==> config.mk <==
export PLATFORM = sky130hd
export DESIGN_NAME = wsa_array
export DESIGN_NICKNAME = d
export VERILOG_FILES = /design/src/rtl/wsa_pkg.sv /design/src/rtl/wsa_pe.sv /design/src/rtl/wsa_skew.sv /design/src/rtl/wsa_ctrl.sv /design/src/rtl/wsa_array.sv
export SDC_FILE = /design/constraint.sdc
export NUM_CORES = 2
export LEC_CHECK = 0
export BUFFER_PORTS_ARGS = -buffer_cell sky130_fd_sc_hd__buf_2
export CAP_MARGIN = 10
export CORE_UTILIZATION = 40
export DETAILED_ROUTE_END_ITERATION = 12
export PLACE_DENSITY_LB_ADDON = 0.15
export REMOVE_ABC_BUFFERS = 1
export SLEW_MARGIN = 10
export SYNTH_ARGS = -nofsm -noshare
export SYNTH_HDL_FRONTEND = slang
export SYNTH_SLANG_ARGS = --single-unit
==> constraint.sdc <==
create_clock -name clk -period 13.1 [get_ports clk]
set_input_delay 2.62 -clock clk [delete_from_list [all_inputs] [get_ports clk]]
set_output_delay 2.62 -clock clk [all_outputs]
set_load 0.01 [all_outputs]
==> src/rtl/wsa_pkg.sv <==
package wsa_pkg;

   // width of a select field able to address n items, never below one bit
   function automatic int sel_width(input int n);
      return (n <= 1) ? 1 : $clog2(n);
   endfunction

   // bits needed so that n products of two w-bit signed values cannot overflow
   function automatic int acc_width(input int w, input int n);
      return 2 * w + sel_width(n) + 1;
   endfunction

endpackage

==> src/rtl/wsa_pe.sv <==
// One multiply-accumulate cell: a resident weight and a registered partial sum.
module wsa_pe #(
   parameter int AW  = 8,
   parameter int PSW = 20
) (
   input  logic                  clk,
   input  logic                  rst_n,
   input  logic                  w_we,
   input  logic signed [AW-1:0]  w_din,
   input  logic signed [AW-1:0]  a_in,
   input  logic signed [PSW-1:0] psum_in,
   output logic signed [PSW-1:0] psum_out
);
   logic signed [AW-1:0]    w_q;
   logic signed [2*AW-1:0]  prod;
   logic signed [PSW-1:0]   prod_ext;

   always_comb begin
      prod     = a_in * w_q;
      prod_ext = PSW'(prod);
   end

   always_ff @(posedge clk or negedge rst_n) begin
      if (!rst_n) begin
         w_q      <= '0;
         psum_out <= '0;
      end else begin
         if (w_we) w_q <= w_din;
         psum_out <= psum_in + prod_ext;
      end
   end
endmodule

==> src/rtl/wsa_skew.sv <==
// Input skew: grid row k sees activation element k delayed by k cycles.
module wsa_skew #(
   parameter int ROWS = 4,
   parameter int AW   = 8
) (
   input  logic                 clk,
   input  logic                 rst_n,
   input  logic                 accept,
   input  logic [ROWS*AW-1:0]   in_row,
   output logic [ROWS*AW-1:0]   skew_row
);
   logic [ROWS*AW-1:0] gated;

   assign gated = accept ? in_row : '0;

   for (genvar k = 0; k < ROWS; k++) begin : g_row
      if (k == 0) begin : g_direct
         assign skew_row[0 +: AW] = gated[0 +: AW];
      end else begin : g_delay
         logic [AW-1:0] dl [0:k-1];
         always_ff @(posedge clk or negedge rst_n) begin
            if (!rst_n) begin
               for (int s = 0; s < k; s++) dl[s] <= '0;
            end else begin
               dl[0] <= gated[k*AW +: AW];
               for (int s = 1; s < k; s++) dl[s] <= dl[s-1];
            end
         end
         assign skew_row[k*AW +: AW] = dl[k-1];
      end
   end
endmodule

==> src/rtl/wsa_ctrl.sv <==
// Sequencing: load-complete flag, input acceptance and per-column valid timing.
module wsa_ctrl #(
   parameter int ROWS = 4,
   parameter int COLS = 4,
   parameter int RSW  = 2
) (
   input  logic            clk,
   input  logic            rst_n,
   input  logic            wl_en,
   input  logic [RSW-1:0]  wl_row,
   input  logic            in_valid,
   output logic            load_done,
   output logic            accept,
   output logic [COLS-1:0] col_valid
);
   localparam int DEPTH = ROWS + COLS - 1;
   localparam logic [RSW-1:0] LAST_ROW = RSW'(ROWS - 1);

   logic [DEPTH-1:0] vpipe;
   logic             last_wr;

   assign last_wr = wl_en && (wl_row == LAST_ROW);
   assign accept  = in_valid && load_done;

   always_ff @(posedge clk or negedge rst_n) begin
      if (!rst_n) begin
         load_done <= 1'b0;
         vpipe     <= '0;
      end else begin
         if (last_wr) load_done <= 1'b1;
         vpipe <= {vpipe[DEPTH-2:0], accept};
      end
   end

   for (genvar n = 0; n < COLS; n++) begin : g_vld
      assign col_valid[n] = vpipe[ROWS - 1 + n];
   end

   assert_load_sticky_R3: assert property (@(posedge clk) disable iff (!rst_n)
      load_done |=> load_done);

   assert_done_after_last_R3: assert property (@(posedge clk) disable iff (!rst_n)
      last_wr |=> load_done);
endmodule

==> src/rtl/wsa_array.sv <==
// Weight-stationary systolic grid: ROWS x COLS cells, activations east, sums south.
module wsa_array #(
   parameter int ROWS = 4,
   parameter int COLS = 4,
   parameter int AW   = 8,
   parameter int PSW  = 20,
   localparam int RSW = wsa_pkg::sel_width(ROWS)
) (
   input  logic                 clk,
   input  logic                 rst_n,
   input  logic                 wl_en,
   input  logic [RSW-1:0]       wl_row,
   input  logic [COLS*AW-1:0]   wl_data,
   output logic                 load_done,
   input  logic                 in_valid,
   input  logic [ROWS*AW-1:0]   in_row,
   output logic [COLS-1:0]      out_valid,
   output logic [COLS*PSW-1:0]  out_data
);
   localparam int SAFE_PSW = wsa_pkg::acc_width(AW, ROWS);

   if (ROWS < 2) begin : g_bad_rows
      $error("wsa_array: ROWS must be at least 2");
   end
   if (COLS < 1) begin : g_bad_cols
      $error("wsa_array: COLS must be at least 1");
   end
   if (AW < 2) begin : g_bad_aw
      $error("wsa_array: AW must be at least 2");
   end
   if (PSW < 2 * AW) begin : g_bad_psw
      $error("wsa_array: PSW must hold a full product");
   end
   if (PSW < SAFE_PSW - 1) begin : g_note_psw
      // sums may wrap for extreme operands; result stays two's complement
   end

   logic                 accept;
   logic [ROWS*AW-1:0]   skew_row;
   logic signed [AW-1:0]  a_h  [ROWS][COLS];
   logic signed [PSW-1:0] ps_v [ROWS+1][COLS];

   wsa_ctrl #(.ROWS(ROWS), .COLS(COLS), .RSW(RSW)) u_ctrl (
      .clk(clk), .rst_n(rst_n), .wl_en(wl_en), .wl_row(wl_row),
      .in_valid(in_valid), .load_done(load_done), .accept(accept),
      .col_valid(out_valid));

   wsa_skew #(.ROWS(ROWS), .AW(AW)) u_skew (
      .clk(clk), .rst_n(rst_n), .accept(accept), .in_row(in_row),
      .skew_row(skew_row));

   for (genvar k = 0; k < ROWS; k++) begin : g_r
      logic row_we;
      assign row_we = wl_en && (wl_row == RSW'(k));
      assign a_h[k][0] = skew_row[k*AW +: AW];

      for (genvar n = 0; n < COLS; n++) begin : g_c
         if (n < COLS - 1) begin : g_east
            always_ff @(posedge clk or negedge rst_n) begin
               if (!rst_n) a_h[k][n+1] <= '0;
               else        a_h[k][n+1] <= a_h[k][n];
            end
         end

         wsa_pe #(.AW(AW), .PSW(PSW)) u_pe (
            .clk(clk), .rst_n(rst_n), .w_we(row_we),
            .w_din(wl_data[n*AW +: AW]), .a_in(a_h[k][n]),
            .psum_in(ps_v[k][n]), .psum_out(ps_v[k+1][n]));
      end
   end

   for (genvar n = 0; n < COLS; n++) begin : g_edge
      assign ps_v[0][n] = '0;
      assign out_data[n*PSW +: PSW] = ps_v[ROWS][n];

      if (n > 0) begin : g_lag
         assert_col_lag_R5: assert property (@(posedge clk) disable iff (!rst_n)
            out_valid[n] |-> $past(out_valid[n-1]));
      end
   end

   assert_gate_before_load_R4: assert property (@(posedge clk) disable iff (!rst_n)
      !load_done |-> (out_valid == '0));

   assert_valid_needs_load_R8: assert property (@(posedge clk) disable iff (!rst_n)
      out_valid[0] |-> load_done);
endmodule

# [Word-level counts from Yosys, hierarchy flattened]
# Cells that the tools add are included.
[totals] regBits=584 latchBits=0 ramBits=0 mem_bits_ro=0 input_bits=70 out_inout_bits=85 wordCells=90 memories=0
[classes] addsub=12 multipliers=16 n_div=0 n_lt_le_gt_ge=0 eq_ne=3 shift=0 n_mux=1 bitwise_logic=0 reduce_logical=6
[op_table] operator="$mul 8x8->16" count=16
[op_table] operator="$add 20x16->20" count=8
[op_table] operator="$add 16x16->17" count=4
[op_table] operator="$mux 32" count=1
[op_table] operator="$logic_and 1x1->1" count=5
[op_table] operator="$eq 2x2->1 const B" count=2
[op_table] operator="$eq 2x1->1 const B" count=1
[op_table] operator="$logic_not 2->1" count=1

# [Logic depth before layout (Yosys ltp)]
[logic_depth] word_depth=3 depth_mapped=22 ltp_nobuf=21

# [Modules after synthesis]
# A second synthesis with hierarchy kept.
[unflattened] hier_cells=6959 area_unflattened_um2=75426.1
[by_module_without_submodules] module="wsa_pe (g_r[1].g_c[0].u_pe ...)" instances=9 cells_each=419 area_each_um2=4453.0
[by_module_without_submodules] module="wsa_pe (g_r[0].g_c[0].u_pe ...)" instances=4 cells_each=424 area_each_um2=4430.5
[by_module_without_submodules] module="wsa_pe (g_r[3].g_c[2].u_pe ...)" instances=2 cells_each=421 area_each_um2=4420.5
[by_module_without_submodules] module="wsa_pe (g_r[3].g_c[1].u_pe)" instances=1 cells_each=428 area_each_um2=4460.5
[by_module_without_submodules] module="wsa_array" instances=1 cells_each=101 area_each_um2=2443.6
[by_module_without_submodules] module="wsa_skew" instances=1 cells_each=107 area_each_um2=1636.6
[by_module_without_submodules] module="wsa_ctrl" instances=1 cells_each=14 area_each_um2=245.2

# [Worst setup path after synthesis]
# OpenSTA, ideal clock, no wires.
[synth_path] path_kind="input-to-reg" from="input port in_valid" to="register, netlist name g_r[0].g_c[0].u_pe.psum_out[15]" setup_time_ns=0.134 arrival_time_ns=6.688 setup_slack_ns=6.278 stages=19 path_cell_list="clkbuf_1 > and3_1 > clkbuf_1 > and2_1 > fa_1 > inv_1 > fa_1 > inv_1 > fa_1 > inv_1 > fa_1 > inv_1 > ha_1 > nor2b_1 > nor2_1 > o21ai_0 > a41o_1 > o41ai_1 > xnor2_1"
[synth_lines] item="start: declaration" line="wsa_array.sv:15" text="input logic in_valid,"

# [Final worst setup path]
[layout_path] from="input port in_valid" to="register, netlist name g_r[0].g_c[0].u_pe.psum_out[15]"
[layout_between] elab_chain_len=3
[layout_lines] item="$logic_and 1x1->1" line="wsa_ctrl.sv:23" text="assign accept = in_valid && load_done;"
[layout_lines] item="$mux 32" line="wsa_skew.sv:14" text="assign gated = accept ? in_row : '0;"
[layout_lines] item="$mul 8x8->16" line="wsa_pe.sv:19" text="prod = a_in * w_q;"
[layout_lines] item="named net g_r[0].g_c[0].u_pe.prod[15]" line="wsa_pe.sv:15" text="logic signed [2*AW-1:0] prod;"
# The timed path passes the listed nets, and every way through them passes these cells.
# A chain may end at the register's enable or synchronous reset.

==> metrics.md <==
| Metric | Value |
|---|---|
| Top-count cell post-synth | inv_1 |
| Unrepaired setup endpoints after global routing | false |
| Max-Cap Viols | 0 |
| Fraction of registers with async set/reset | 1.00 |
| First-pass GRT wire length | 227 mm |
| Outcome | complete, no violations |
| Chip width | 406 um |
| Worst setup EP type | flop |
| Final Critical Period | 6.79 ns |
| Top cell type's share of synthesized area | 0.372 |
| RD Place Congestion | 0.817 |
| TritonRoute pass-1 iters | 6 |
| Area contributors post-synth | fa_1 37%, dfrtp_1 22%, ha_1 12% |
| Cell area after synthesis | 65200 um^2 |
| Avg Inst Size Synth | 10.9 um^2 |
| Rel. slew slack | 0.340 |
| Area Growth Syn to Fin | 9.37% |
| Clk_lat worst skew | 0.71 ns |
| Setup TNS | 0 ns |
| Crit share post-route | 0.518 |
| CTS tree | built |
| Iteration-0 DRC Markers | 1327 |
| Final ANT Viol Nets | 0 |
| Worst-margin pin slew | 0.990 ns |
| Critical path peak fanout | 33 |
| Number of CTS-inserted buffers | 77 |
| Core Region | 161000 um^2 |
| CP required | 13.69 ns |
| Final hold vios | 0 |
| Placed Area | 68500 um^2 |
| Drt drc | 0 |
| Port Buffers | 154 |
| Fillers | 15.6k |
| Hold/Removal Path Class | reg2reg |
| Post-synth top cells | 1391 x inv_1, 1212 x fa_1, 632 x ha_1 |
| Post-cts sizing count | 0 |
| Post-synth EDFFs | 0 |
| Initial antenna violation count | 10 |
| Setup bufs post-CTS | 0 |
| Nets | 8077 |
| Max-slew violation count | 0 |
| Clock sinks | 572 |
| Share of cells above drive strength 1 | 0.0710 |
| Mapped Cells | 5981 |
| Rows | 147 |
| Number of global-route vias before repair | 43.8k |
| Die height | 406 um |
| Largest net degree at the start of global routing | 141 |
| Ys Warns | 0 |
| Via count | 39.6k |
| HPWL after DPL | 112 mm |
| Vias per cell | 4.72 |
| Final WS setup | 6.31 ns |
| Final wirelength | 134 mm |
| Die area | 165000 um^2 |
| CP startpoint kind | input pin |
| Post-synth top flop | dfrtp_1 |
| # setup viols final | 0 |
| Crit path DAT | 7.38 ns |
| Max Freq | 147 MHz |
| Clock buffer depth | 3 |
| CTS clock-pin slew for the worst setup and hold paths | 0.06 ns |
| CTS Root Cell | clkbuf_16 |
| Seq cells post-synth | 572 |
| H-tree depth | 3 |
| Worst setup path class | in2reg |
| Design area | 71300 um^2 |
| GR Overflow Total | 0 |
| IO Count | 155 |
| Final clock skew | 0.0541 ns |
| Yosys cell types | 63 |
| Util after Layout | 0.442 |
| Place WS | 5.53 ns |
| Routed WL per cell | 16.0 um |
| Synth area leader | fa_1 |
| Sequential share of the synthesized area | 0.220 |
| Post-cts hold buffer count | 0 |
| GRT Overall Usage | 0.174 |
| Starting Density | 0.405 |
## cells by family (layout without fill, tap and decap cells)
logic type | after synthesis | in the layout | share of synthesized area
adders and majority gates | 1844 | 1844 | 0.494
buffers and inverters | 1457 | 1700 | 0.0841
and+or+nand+nor | 1323 | 1323 | 0.106
DFF | 572 | 572 | 0.220
AOI/OAI and AO/OA | 371 | 371 | 0.0360
xor gates and xnor gates | 279 | 279 | 0.0375
muxes | 135 | 135 | 0.0233
other | 0 | 1 | 0
## registers in the layout, summed over array words and instances, names as in the netlist
register / flops
u_skew.g_row.g_delay.dl: 32
g_r.g_c.u_pe.w_q: 128
g_r.g_c.u_pe.psum_out: 292
a_h: 96
u_ctrl.load_done: 1
u_skew.skew_row: 16
u_ctrl.vpipe: 7
## final timing paths
kind | startpoint | end | slack [ns] | cells past startpoint
worst max-delay path | in_valid | g_r[0].g_c[0].u_pe.psum_out[15]$_DFF_PN0_ | 6.31 | 18
worst min-delay path | u_skew.g_row[3].g_delay.dl[23]$_DFF_PN0_ | u_skew.g_row[3].g_delay.dl[15]$_DFF_PN0_ | 0.35 | 0
worst max register to register | a_h[23]$_DFF_PN0_ | g_r[3].g_c[1].u_pe.psum_out[19]$_DFF_PN0_ | 7.20 | 16
worst min register to register | u_skew.g_row[3].g_delay.dl[23]$_DFF_PN0_ | u_skew.g_row[3].g_delay.dl[15]$_DFF_PN0_ | 0.35 | 0
max in group asynchronous | rst_n | g_r[0].g_c[3].u_pe.psum_out[6]$_DFF_PN0_ | 8.89 | 3
min in group asynchronous | rst_n | g_r[3].g_c[2].u_pe.psum_out[6]$_DFF_PN0_ | 1.94 | 1
## cells in the final DEF (no fill, tap or decap), drive strengths merged, types with 37 or more instances in the layout
master and n:
clkbuf 97, a21o 47, dfrtp 572, xnor2 230
nand2 407, and3 37, o21ai 80, inv 1398
xor2 49, ha 632, buf 164, fa 1212
nor2 129, and2 556, nor2b 75, a21oi 130
nand2b 47, mux2 132
## per-layer routing
layer	wire, um	track usage
met4	3910	0.0483
met2	71700	0.314
met5	67	0
met3	3830	0.0246
met1	54700	0.217
## critical path, cell delays in order
cell,delay (ns)
buf_2,0.49
and3_1,0.52
nand2_1,0.14
fa_1,0.42
inv_1,0.08
fa_1,0.41
inv_1,0.09
fa_1,0.41
fa_1,0.49
inv_1,0.05
ha_1,0.30
a21oi_1,0.22
nor2b_1,0.07
nor2_1,0.14
o21ai_0,0.17
a41o_1,0.29
o41ai_1,0.33
xnor2_1,0.12
## metrics by stage
step	instances	hold slack (ns)
after floorplan	5920	0.331
after global placement	8244	0.334
after detailed placement	8244	0.335
after CTS	8384	0.347
after global routing	8384	0.354
final	8385	0.347
## layout make-up
cell class / instances / area (um^2) / share of cell area
multi-input cells: 3952 / 45400 / 0.637
flip-flops and latches: 572 / 14300 / 0.201
inverters: 1396 / 5240 / 0.0735
well taps: 2160 / 2700 / 0.0379
clock buffers: 97 / 2070 / 0.0291
repair buffers: 164 / 881 / 0.0124
clock inverters: 43 / 684 / 0.00960
diodes: 1 / 2.50 / 0.0000351
Power is not shown: default switching activity piles up to over one toggle a cycle in this logic, so the estimate is an artifact.
